===== config.mk =====
export PLATFORM = sky130hd
export DESIGN_NAME = ledreg_top
export DESIGN_NICKNAME = d
export VERILOG_FILES = /design/src/rtl/ledreg_pkg.sv /design/src/rtl/ledreg_bus_sync.sv /design/src/rtl/ledreg_i2c_tgt.sv /design/src/rtl/ledreg_regs.sv /design/src/rtl/ledreg_top.sv
export SDC_FILE = /design/constraint.sdc
export NUM_CORES = 2
export LEC_CHECK = 0
export BUFFER_PORTS_ARGS = -buffer_cell sky130_fd_sc_hd__buf_2
export CAP_MARGIN = 20
export CORE_MARGIN = 5
export CORE_UTILIZATION = 33
export DETAILED_ROUTE_END_ITERATION = 12
export GPL_ROUTABILITY_DRIVEN = 0
export PLACE_DENSITY_LB_ADDON = 0.12
export SYNTH_ARGS = -nofsm -noshare
export SYNTH_HDL_FRONTEND = slang
export SYNTH_SLANG_ARGS = --single-unit

===== constraint.sdc =====
create_clock -name clk -period 16.6 [get_ports clk]
set_input_delay 0 -clock clk [delete_from_list [all_inputs] [get_ports clk]]
set_output_delay 0 -clock clk [all_outputs]
set_load 0.1 [all_outputs]

===== src/rtl/ledreg_pkg.sv =====
package ledreg_pkg;
  typedef enum logic [2:0] {
    ST_IDLE,
    ST_DEV,
    ST_PTR,
    ST_WR,
    ST_RD
  } tgt_state_e;

  localparam logic [4:0] DEV_ID_HI = 5'b01101;
  localparam logic [7:0] A_CTRL    = 8'h00;
  localparam logic [7:0] A_CLEAR   = 8'h7F;
endpackage


===== src/rtl/ledreg_bus_sync.sv =====
module ledreg_bus_sync #(
  parameter int STAGES = 2
) (
  input  logic clk,
  input  logic rst,
  input  logic scl_i,
  input  logic sda_i,
  output logic scl_rise,
  output logic scl_fall,
  output logic start_det,
  output logic stop_det,
  output logic sda_s
);
  logic [STAGES:0] scl_p, sda_p;
  logic scl_now, scl_old, sda_old;

  always_ff @(posedge clk) begin
    if (rst) begin
      scl_p <= '1;
      sda_p <= '1;
    end else begin
      scl_p <= {scl_p[STAGES-1:0], scl_i};
      sda_p <= {sda_p[STAGES-1:0], sda_i};
    end
  end

  assign scl_now   = scl_p[STAGES-1];
  assign scl_old   = scl_p[STAGES];
  assign sda_s     = sda_p[STAGES-1];
  assign sda_old   = sda_p[STAGES];
  assign scl_rise  = scl_now & ~scl_old;
  assign scl_fall  = ~scl_now & scl_old;
  assign start_det = scl_now & scl_old & sda_old & ~sda_s;
  assign stop_det  = scl_now & scl_old & ~sda_old & sda_s;
endmodule


===== src/rtl/ledreg_i2c_tgt.sv =====
module ledreg_i2c_tgt
  import ledreg_pkg::*;
(
  input  logic       clk,
  input  logic       rst,
  input  logic       scl_rise,
  input  logic       scl_fall,
  input  logic       start_det,
  input  logic       stop_det,
  input  logic       sda_s,
  input  logic [1:0] addr_sel_i,
  input  logic [7:0] rd_data_i,
  output logic       sda_oe_o,
  output logic       wr_en_o,
  output logic [7:0] wr_addr_o,
  output logic [7:0] wr_data_o,
  output logic [7:0] ptr_o
);
  tgt_state_e state_q;
  logic [3:0] cnt_q;
  logic       in_ack_q, rw_q, mack_q;
  logic [7:0] shreg_q, tx_q;

  always_ff @(posedge clk) begin
    if (rst) begin
      state_q   <= ST_IDLE;
      cnt_q     <= '0;
      in_ack_q  <= 1'b0;
      rw_q      <= 1'b0;
      mack_q    <= 1'b0;
      shreg_q   <= '0;
      tx_q      <= '0;
      sda_oe_o  <= 1'b0;
      wr_en_o   <= 1'b0;
      wr_addr_o <= '0;
      wr_data_o <= '0;
      ptr_o     <= '0;
    end else begin
      wr_en_o <= 1'b0;
      if (start_det) begin
        state_q  <= ST_DEV;
        cnt_q    <= '0;
        in_ack_q <= 1'b0;
        sda_oe_o <= 1'b0;
      end else if (stop_det) begin
        state_q  <= ST_IDLE;
        in_ack_q <= 1'b0;
        sda_oe_o <= 1'b0;
      end else if (state_q != ST_IDLE) begin
        if (scl_rise) begin
          if (in_ack_q) begin
            mack_q <= ~sda_s;
          end else begin
            cnt_q <= cnt_q + 4'd1;
            if (state_q != ST_RD) shreg_q <= {shreg_q[6:0], sda_s};
          end
        end else if (scl_fall) begin
          if (!in_ack_q && cnt_q == 4'd8) begin
            in_ack_q <= 1'b1;
            case (state_q)
              ST_DEV: begin
                if (shreg_q[7:1] == {DEV_ID_HI, addr_sel_i}) begin
                  sda_oe_o <= 1'b1;
                  rw_q     <= shreg_q[0];
                end else begin
                  state_q <= ST_IDLE;
                end
              end
              ST_PTR: begin
                sda_oe_o <= 1'b1;
                ptr_o    <= shreg_q;
              end
              ST_WR: begin
                sda_oe_o  <= 1'b1;
                wr_en_o   <= 1'b1;
                wr_addr_o <= ptr_o;
                wr_data_o <= shreg_q;
                ptr_o     <= ptr_o + 8'd1;
              end
              default: begin
                sda_oe_o <= 1'b0;
                ptr_o    <= ptr_o + 8'd1;
              end
            endcase
          end else if (in_ack_q) begin
            in_ack_q <= 1'b0;
            cnt_q    <= '0;
            case (state_q)
              ST_DEV: begin
                if (rw_q) begin
                  state_q  <= ST_RD;
                  tx_q     <= rd_data_i;
                  sda_oe_o <= ~rd_data_i[7];
                end else begin
                  state_q  <= ST_PTR;
                  sda_oe_o <= 1'b0;
                end
              end
              ST_PTR: begin
                state_q  <= ST_WR;
                sda_oe_o <= 1'b0;
              end
              ST_WR: sda_oe_o <= 1'b0;
              default: begin
                if (mack_q) begin
                  tx_q     <= rd_data_i;
                  sda_oe_o <= ~rd_data_i[7];
                end else begin
                  state_q  <= ST_IDLE;
                  sda_oe_o <= 1'b0;
                end
              end
            endcase
          end else if (state_q == ST_RD && cnt_q != 4'd0) begin
            tx_q     <= {tx_q[6:0], 1'b0};
            sda_oe_o <= ~tx_q[6];
          end
        end
      end
    end
  end
endmodule


===== src/rtl/ledreg_regs.sv =====
module ledreg_regs
  import ledreg_pkg::*;
#(
  parameter int NUM_CH = 36
) (
  input  logic                 clk,
  input  logic                 rst,
  input  logic                 hw_en_i,
  input  logic                 wr_en_i,
  input  logic [7:0]           wr_addr_i,
  input  logic [7:0]           wr_data_i,
  input  logic [7:0]           rd_addr_i,
  output logic [7:0]           rd_data_o,
  output logic                 sw_en_o,
  output logic [1:0]           res_sel_o,
  output logic [2:0]           osc_sel_o,
  output logic [7:0]           gcc_o,
  output logic [NUM_CH*16-1:0] duty_o,
  output logic [NUM_CH*8-1:0]  scale_o
);
  localparam int DUTY_BYTES = 2 * NUM_CH;
  localparam int DW = $clog2(DUTY_BYTES);
  localparam int SW = $clog2(NUM_CH);
  localparam logic [7:0] A_DUTY_LO  = 8'd1;
  localparam logic [7:0] A_DUTY_HI  = 8'(DUTY_BYTES);
  localparam logic [7:0] A_COMMIT   = 8'(DUTY_BYTES + 1);
  localparam logic [7:0] A_SCALE_LO = 8'(DUTY_BYTES + 2);
  localparam logic [7:0] A_SCALE_HI = 8'(DUTY_BYTES + 1 + NUM_CH);
  localparam logic [7:0] A_GCC      = 8'(DUTY_BYTES + 2 + NUM_CH);

  logic [7:0] shadow [DUTY_BYTES];
  logic [7:0] active [DUTY_BYTES];
  logic [7:0] scale  [NUM_CH];
  logic       sw_en_q;
  logic [1:0] res_q;
  logic [2:0] osc_q;
  logic [7:0] gcc_q;

  logic map_clr, commit, wr_duty, wr_scale, rd_duty, rd_scale;
  logic [DW-1:0] wd_idx, rd_didx;
  logic [SW-1:0] ws_idx, rd_sidx;

  assign map_clr  = wr_en_i && wr_addr_i == A_CLEAR && wr_data_i == 8'h00;
  assign commit   = wr_en_i && wr_addr_i == A_COMMIT && wr_data_i == 8'h00 && hw_en_i && sw_en_q;
  assign wr_duty  = wr_en_i && wr_addr_i >= A_DUTY_LO && wr_addr_i <= A_DUTY_HI;
  assign wr_scale = wr_en_i && wr_addr_i >= A_SCALE_LO && wr_addr_i <= A_SCALE_HI;
  assign wd_idx   = DW'(wr_addr_i - A_DUTY_LO);
  assign ws_idx   = SW'(wr_addr_i - A_SCALE_LO);
  assign rd_duty  = rd_addr_i >= A_DUTY_LO && rd_addr_i <= A_DUTY_HI;
  assign rd_scale = rd_addr_i >= A_SCALE_LO && rd_addr_i <= A_SCALE_HI;
  assign rd_didx  = DW'(rd_addr_i - A_DUTY_LO);
  assign rd_sidx  = SW'(rd_addr_i - A_SCALE_LO);

  always_ff @(posedge clk) begin
    if (rst || map_clr) begin
      for (int i = 0; i < DUTY_BYTES; i++) begin
        shadow[i] <= '0;
        active[i] <= '0;
      end
      for (int i = 0; i < NUM_CH; i++) scale[i] <= '0;
      sw_en_q <= 1'b0;
      res_q   <= '0;
      osc_q   <= '0;
      gcc_q   <= '0;
    end else begin
      if (wr_en_i && wr_addr_i == A_CTRL) begin
        sw_en_q <= wr_data_i[0];
        res_q   <= wr_data_i[2:1];
        osc_q   <= wr_data_i[6:4];
      end
      if (wr_duty) shadow[wd_idx] <= wr_data_i;
      if (wr_scale) scale[ws_idx] <= wr_data_i;
      if (wr_en_i && wr_addr_i == A_GCC) gcc_q <= wr_data_i;
      if (commit) begin
        for (int i = 0; i < DUTY_BYTES; i++) active[i] <= shadow[i];
      end
    end
  end

  always_ff @(posedge clk) begin
    if (rst) rd_data_o <= '0;
    else if (rd_addr_i == A_CTRL) rd_data_o <= {1'b0, osc_q, 1'b0, res_q, sw_en_q};
    else if (rd_duty) rd_data_o <= shadow[rd_didx];
    else if (rd_scale) rd_data_o <= scale[rd_sidx];
    else if (rd_addr_i == A_GCC) rd_data_o <= gcc_q;
    else rd_data_o <= 8'h00;
  end

  assign sw_en_o   = sw_en_q;
  assign res_sel_o = res_q;
  assign osc_sel_o = osc_q;
  assign gcc_o     = gcc_q;

  for (genvar k = 0; k < NUM_CH; k++) begin : g_ch
    assign duty_o[k*16 +: 16] = {active[2*k+1], active[2*k]};
    assign scale_o[k*8 +: 8]  = scale[k];
  end
endmodule


===== src/rtl/ledreg_top.sv =====
module ledreg_top
  import ledreg_pkg::*;
#(
  parameter int NUM_CH      = 36,
  parameter int SYNC_STAGES = 2
) (
  input  logic                 clk,
  input  logic                 rst,
  input  logic                 scl_i,
  input  logic                 sda_i,
  output logic                 sda_oe_o,
  input  logic [1:0]           addr_sel_i,
  input  logic                 hw_en_i,
  output logic                 sw_en_o,
  output logic [1:0]           res_sel_o,
  output logic [2:0]           osc_sel_o,
  output logic [7:0]           gcc_o,
  output logic [NUM_CH*16-1:0] duty_o,
  output logic [NUM_CH*8-1:0]  scale_o
);
  logic scl_rise, scl_fall, start_det, stop_det, sda_s;
  logic wr_en;
  logic [7:0] wr_addr, wr_data, ptr, rd_data;

  ledreg_bus_sync #(.STAGES(SYNC_STAGES)) u_sync (
    .clk(clk), .rst(rst), .scl_i(scl_i), .sda_i(sda_i),
    .scl_rise(scl_rise), .scl_fall(scl_fall),
    .start_det(start_det), .stop_det(stop_det), .sda_s(sda_s)
  );

  ledreg_i2c_tgt u_tgt (
    .clk(clk), .rst(rst), .scl_rise(scl_rise), .scl_fall(scl_fall),
    .start_det(start_det), .stop_det(stop_det), .sda_s(sda_s),
    .addr_sel_i(addr_sel_i), .rd_data_i(rd_data), .sda_oe_o(sda_oe_o),
    .wr_en_o(wr_en), .wr_addr_o(wr_addr), .wr_data_o(wr_data), .ptr_o(ptr)
  );

  ledreg_regs #(.NUM_CH(NUM_CH)) u_regs (
    .clk(clk), .rst(rst), .hw_en_i(hw_en_i), .wr_en_i(wr_en),
    .wr_addr_i(wr_addr), .wr_data_i(wr_data), .rd_addr_i(ptr),
    .rd_data_o(rd_data), .sw_en_o(sw_en_o), .res_sel_o(res_sel_o),
    .osc_sel_o(osc_sel_o), .gcc_o(gcc_o), .duty_o(duty_o), .scale_o(scale_o)
  );
endmodule


==> results_dict.tcl <==
set metrics [dict create \
    max-slew-margin-rel 0.0587 \
    ctsRootBufferMaster "clkbuf_16" \
    core_region_area_um2 277000 \
    drc 0 \
    clock_insertion_delay_worst_skew_ns 0.91 \
    timing.critical_path.arrival_ns 6.41 \
    rsz_0062_raised_after_global_routing "no" \
    final_critical_path_setup_slack_ns 10.91 \
    cap_viol_max_count 0 \
    syn2layout_area_growth_pct 20.5 \
    max-vdd-ir-drop_v 0.0000876 \
    first_global_vias 52900 \
    leakagePower_nw 39.5 \
    core.rowCount 193 \
    global_route.usage.met1 0.276 \
    synth_warnings 0 \
    chipHeight_um 537 \
    avgRoutedWirePerCell_um 27.7 \
    post_synth_instance_area_um2 91800 \
    worst_ep_required_time_ns 17.32 \
    setup_viol_count_final 0 \
    drt-pass1-iter-count 6 \
    fmax_ghz 0.176 \
    syn_avg_cell_area_um2 17.0 \
    post_cts_resized 0 \
    start_util 0.332 \
    cts_setup_buffers 0 \
    min_path_type "input pin to register" \
    final_area_um2 111000 \
    dpl.hpwl_mm 212 \
    final-hold-violation-count 0 \
    synth_edf_count 2112 \
    yosys.cell_types.count 87 \
    die_area_um2 289000 \
    r2r_start "u_tgt.ptr_o[0]" \
    hold_buffers 7 \
    critical_path_class "register to register" \
    worstPathBufferInverterCount 5 \
    run_status "complete, no violations" \
    buffer_ports.inserted 885 \
    path_common_cell "buf_4" \
    fin_setup_tns_ns 0 \
    timing_max_transition_violations_final 0 \
    nNetsFinal 6946 \
    detail_route.vias_per_cell 4.83 \
    rr_worst_depth 10 \
    fin_crit_ns 5.69 \
    clock_tree.buffer_depth 4 \
    overall_global_routing_resource_usage 0.202 \
    antenna_found_initial 34 \
    wire_length_of_the_first_global_routing_pass_mm 416 \
    synth-async-reset-ratio 0 \
    route.final.wire_length_mm 301 \
    max_stage_delay_ns 0.73 \
    synth-main-ff-cell "edfxtp_1" \
    critical-path-top-delay-family "buffers and inverters" \
    worst-slew-pin-transition_ns 1.41 \
    regToRegEndpoint "u_regs.rd_data_o[2]" \
    setup.reg_to_reg.worst_slack_ns 10.91 \
    clock-skew-final_ns 0.103 \
    filler_cell_count 25900 \
    netlist_instances 5397 \
    total_power_density_per_cell_area_nw_per_um2 118 \
    layout_cells_sized_above_1 0.265 \
    global_route.overflow_total 0 \
    grt_util_met3 0.0468 \
    globalRouteMet2Util 0.333 \
    tritoncts "done" \
    crit_slowest_cell "buf_4" \
    tritoncts.num_buffers 241 \
    synth-seq-cells 2191 \
    die_x_um 537 \
    cts.clk_slew.worst_paths_ns 0.06 \
    placement.cell_area_um2 102000 \
    pre_cts_slack_ns 10.69 \
    clkSinkCount 2191 \
    whs_endpoint "u_tgt.state_q[2]" \
    timing.critical_path.cells "buf_4, buf_12, buf_4, buf_4, mux4_2, mux4_2, o32ai_1, nor4_1, buf_2, a22o_1" \
    path_max_fanout 77 \
    yosysSeqAreaShare 0.708 \
    grt_max_degree 160 \
    first_iter_violations 4898 \
    via_count 52400 \
    htree_num_levels 4 \
    top_usage_layer "met2" \
    min_from "addr_sel_i[0]" \
    min_path_cells 7 \
    crit_path_start_kind "register" \
    fin_crit_share 0.343 \
    antenna_violating_nets_post_route 0 \
    worstSetupEndpointType "register" \
    pin_count 886 \
]
## per-layer routing
metal	wire length, um	part of all wire
met5	27	0.000090
met3	24200	0.080
met4	6200	0.021
met1	128000	0.42
met2	143000	0.47
## area by class of cell
class	instances	area [um2]	share of cell area
antenna	14	35.0	0.000317
clock buffer	296	6320	0.0572
clock inverter	149	1520	0.0137
inverter	18	67.6	0.000611
multi-input combinational	3391	27000	0.244
sequential	2191	65000	0.588
tap	3705	4640	0.0419
timing repair buffer	1080	5920	0.0535
## cell usage after synthesis, drive strengths merged (7+ instances only)
library cell	number	area share
nor3b	9	0.00079
ha	16	0.0022
nor2b	14	0.00095
edfxtp	2112	0.69
xor2	10	0.0010
clkbuf	278	0.012
or2	16	0.0011
buf	94	0.0098
nor3	25	0.0014
o21ai	143	0.0078
o32ai	12	0.0011
mux4	428	0.11
dfxtp	79	0.017
a211oi	20	0.0016
nor4	11	0.00082
o22ai	21	0.0014
inv	18	0.00074
nand2	67	0.0028
nand4	10	0.00068
a21oi	42	0.0023
or3	18	0.0012
o21a	7	0.00057
a22oi	7	0.00057
mux2i	114	0.012
nand2b	16	0.0011
and2	1449	0.099
nand3	21	0.0011
a221oi	31	0.0035
nor2	212	0.0087
or4	8	0.00065
## registers in the layout, summed over array words and instances (netlist names), 2 cells and up
| register | cells |
|---|---|
| u_sync.scl_p | 3 |
| u_tgt.cnt_q | 4 |
| u_sync.sda_p | 3 |
| u_regs.res_sel_o | 2 |
| u_tgt.ptr_o | 8 |
| u_regs.active | 576 |
| u_tgt.shreg_q | 8 |
| u_tgt.wr_data_o | 8 |
| u_regs.gcc_o | 8 |
| u_regs.osc_sel_o | 3 |
| u_tgt.wr_addr_o | 8 |
| u_tgt.state_q | 3 |
| u_regs.scale | 512 |
| u_regs.shadow | 1024 |
| u_regs.rd_data_o | 8 |
| u_tgt.tx_q | 7 |
## kinds of logic after synthesis
logic type,count (synthesis),synth area share
DFF,2191,0.708
and+or+nand+nor,1896,0.122
buffers and inverters,390,0.0223
other,1,0.0000409
AOI/OAI and AO/OA,340,0.0245
muxes,547,0.119
xor gates and xnor gates,16,0.00177
adders and majority gates,16,0.00218
## stage by stage
step | hold slack (ns) | util | total power, mW | std cells
global placement | 0.189 | 0.370 | 7.75 | 10300
detailed placement | 0.190 | 0.370 | 7.75 | 10300
global route | 0.175 | 0.399 | 13.4 | 10800
finish | 0.118 | 0.399 | 13.0 | 10800
CTS | 0.0327 | 0.398 | 13.2 | 10800
floorplan | 0.104 | - | 7.47 | 5972
## worst max-delay path by stage
stage,slack (ns),endpoint,depth (start not counted),from
after floorplan,0.66,u_regs.active[0][0],6,u_tgt.wr_data_o[6]
after global placement,10.73,u_regs.active[0][229],8,u_tgt.wr_addr_o[4]
after detailed placement,10.69,u_regs.rd_data_o[2],9,u_tgt.ptr_o[0]
after CTS,10.69,u_regs.rd_data_o[2],9,u_tgt.ptr_o[0]
after global routing,10.52,u_regs.rd_data_o[2],10,u_tgt.ptr_o[0]
final,10.91,u_regs.rd_data_o[2],10,u_tgt.ptr_o[0]
## worst register-to-register path, delay by kind of cell, from the launching register on
family                 cells  cell delay (ns)
and+or+nand+nor            1             0.12
DFF                        1             0.55
muxes                      2             1.17
AOI/OAI and AO/OA          2             0.78
buffers and inverters      5             2.97
## power by group
group          internal, mW  leakage, nW  switching [mW]
registers              6.28         21.2           0.168
logic                 0.158         14.5            1.03
clock network          3.15         3.85            2.25
total                  9.58         39.5            3.45
## cells in the final DEF, fill, tap and decap left out, types with 9 or more instances in the layout
cell type and instances:
nor2b_1 13, nor2_1 208, or3_1 14, a221oi_1 23, clkbuf_4 10, nand4_1 10
o32ai_1 12, inv_1 18, dfxtp_1 69, buf_2 917, clkbuf_16 245, clkinv_2 52
o21ai_0 134, nand2_1 65, dfxtp_4 10, diode_2 14, o22ai_1 21, clkbuf_1 51
ha_1 14, nor3_1 23, or2_2 14, and2_1 1448, edfxtp_1 2112, mux2i_1 114
bufinv_16 29, nand2b_1 16, mux4_2 405, clkinv_1 51, buf_4 135, o21ai_1 9
nor4_1 10, a21oi_1 42, a211oi_1 20, nand3_1 21, mux4_1 23, conb_1 576
Note: power is estimated with default switching activity, not from simulation.
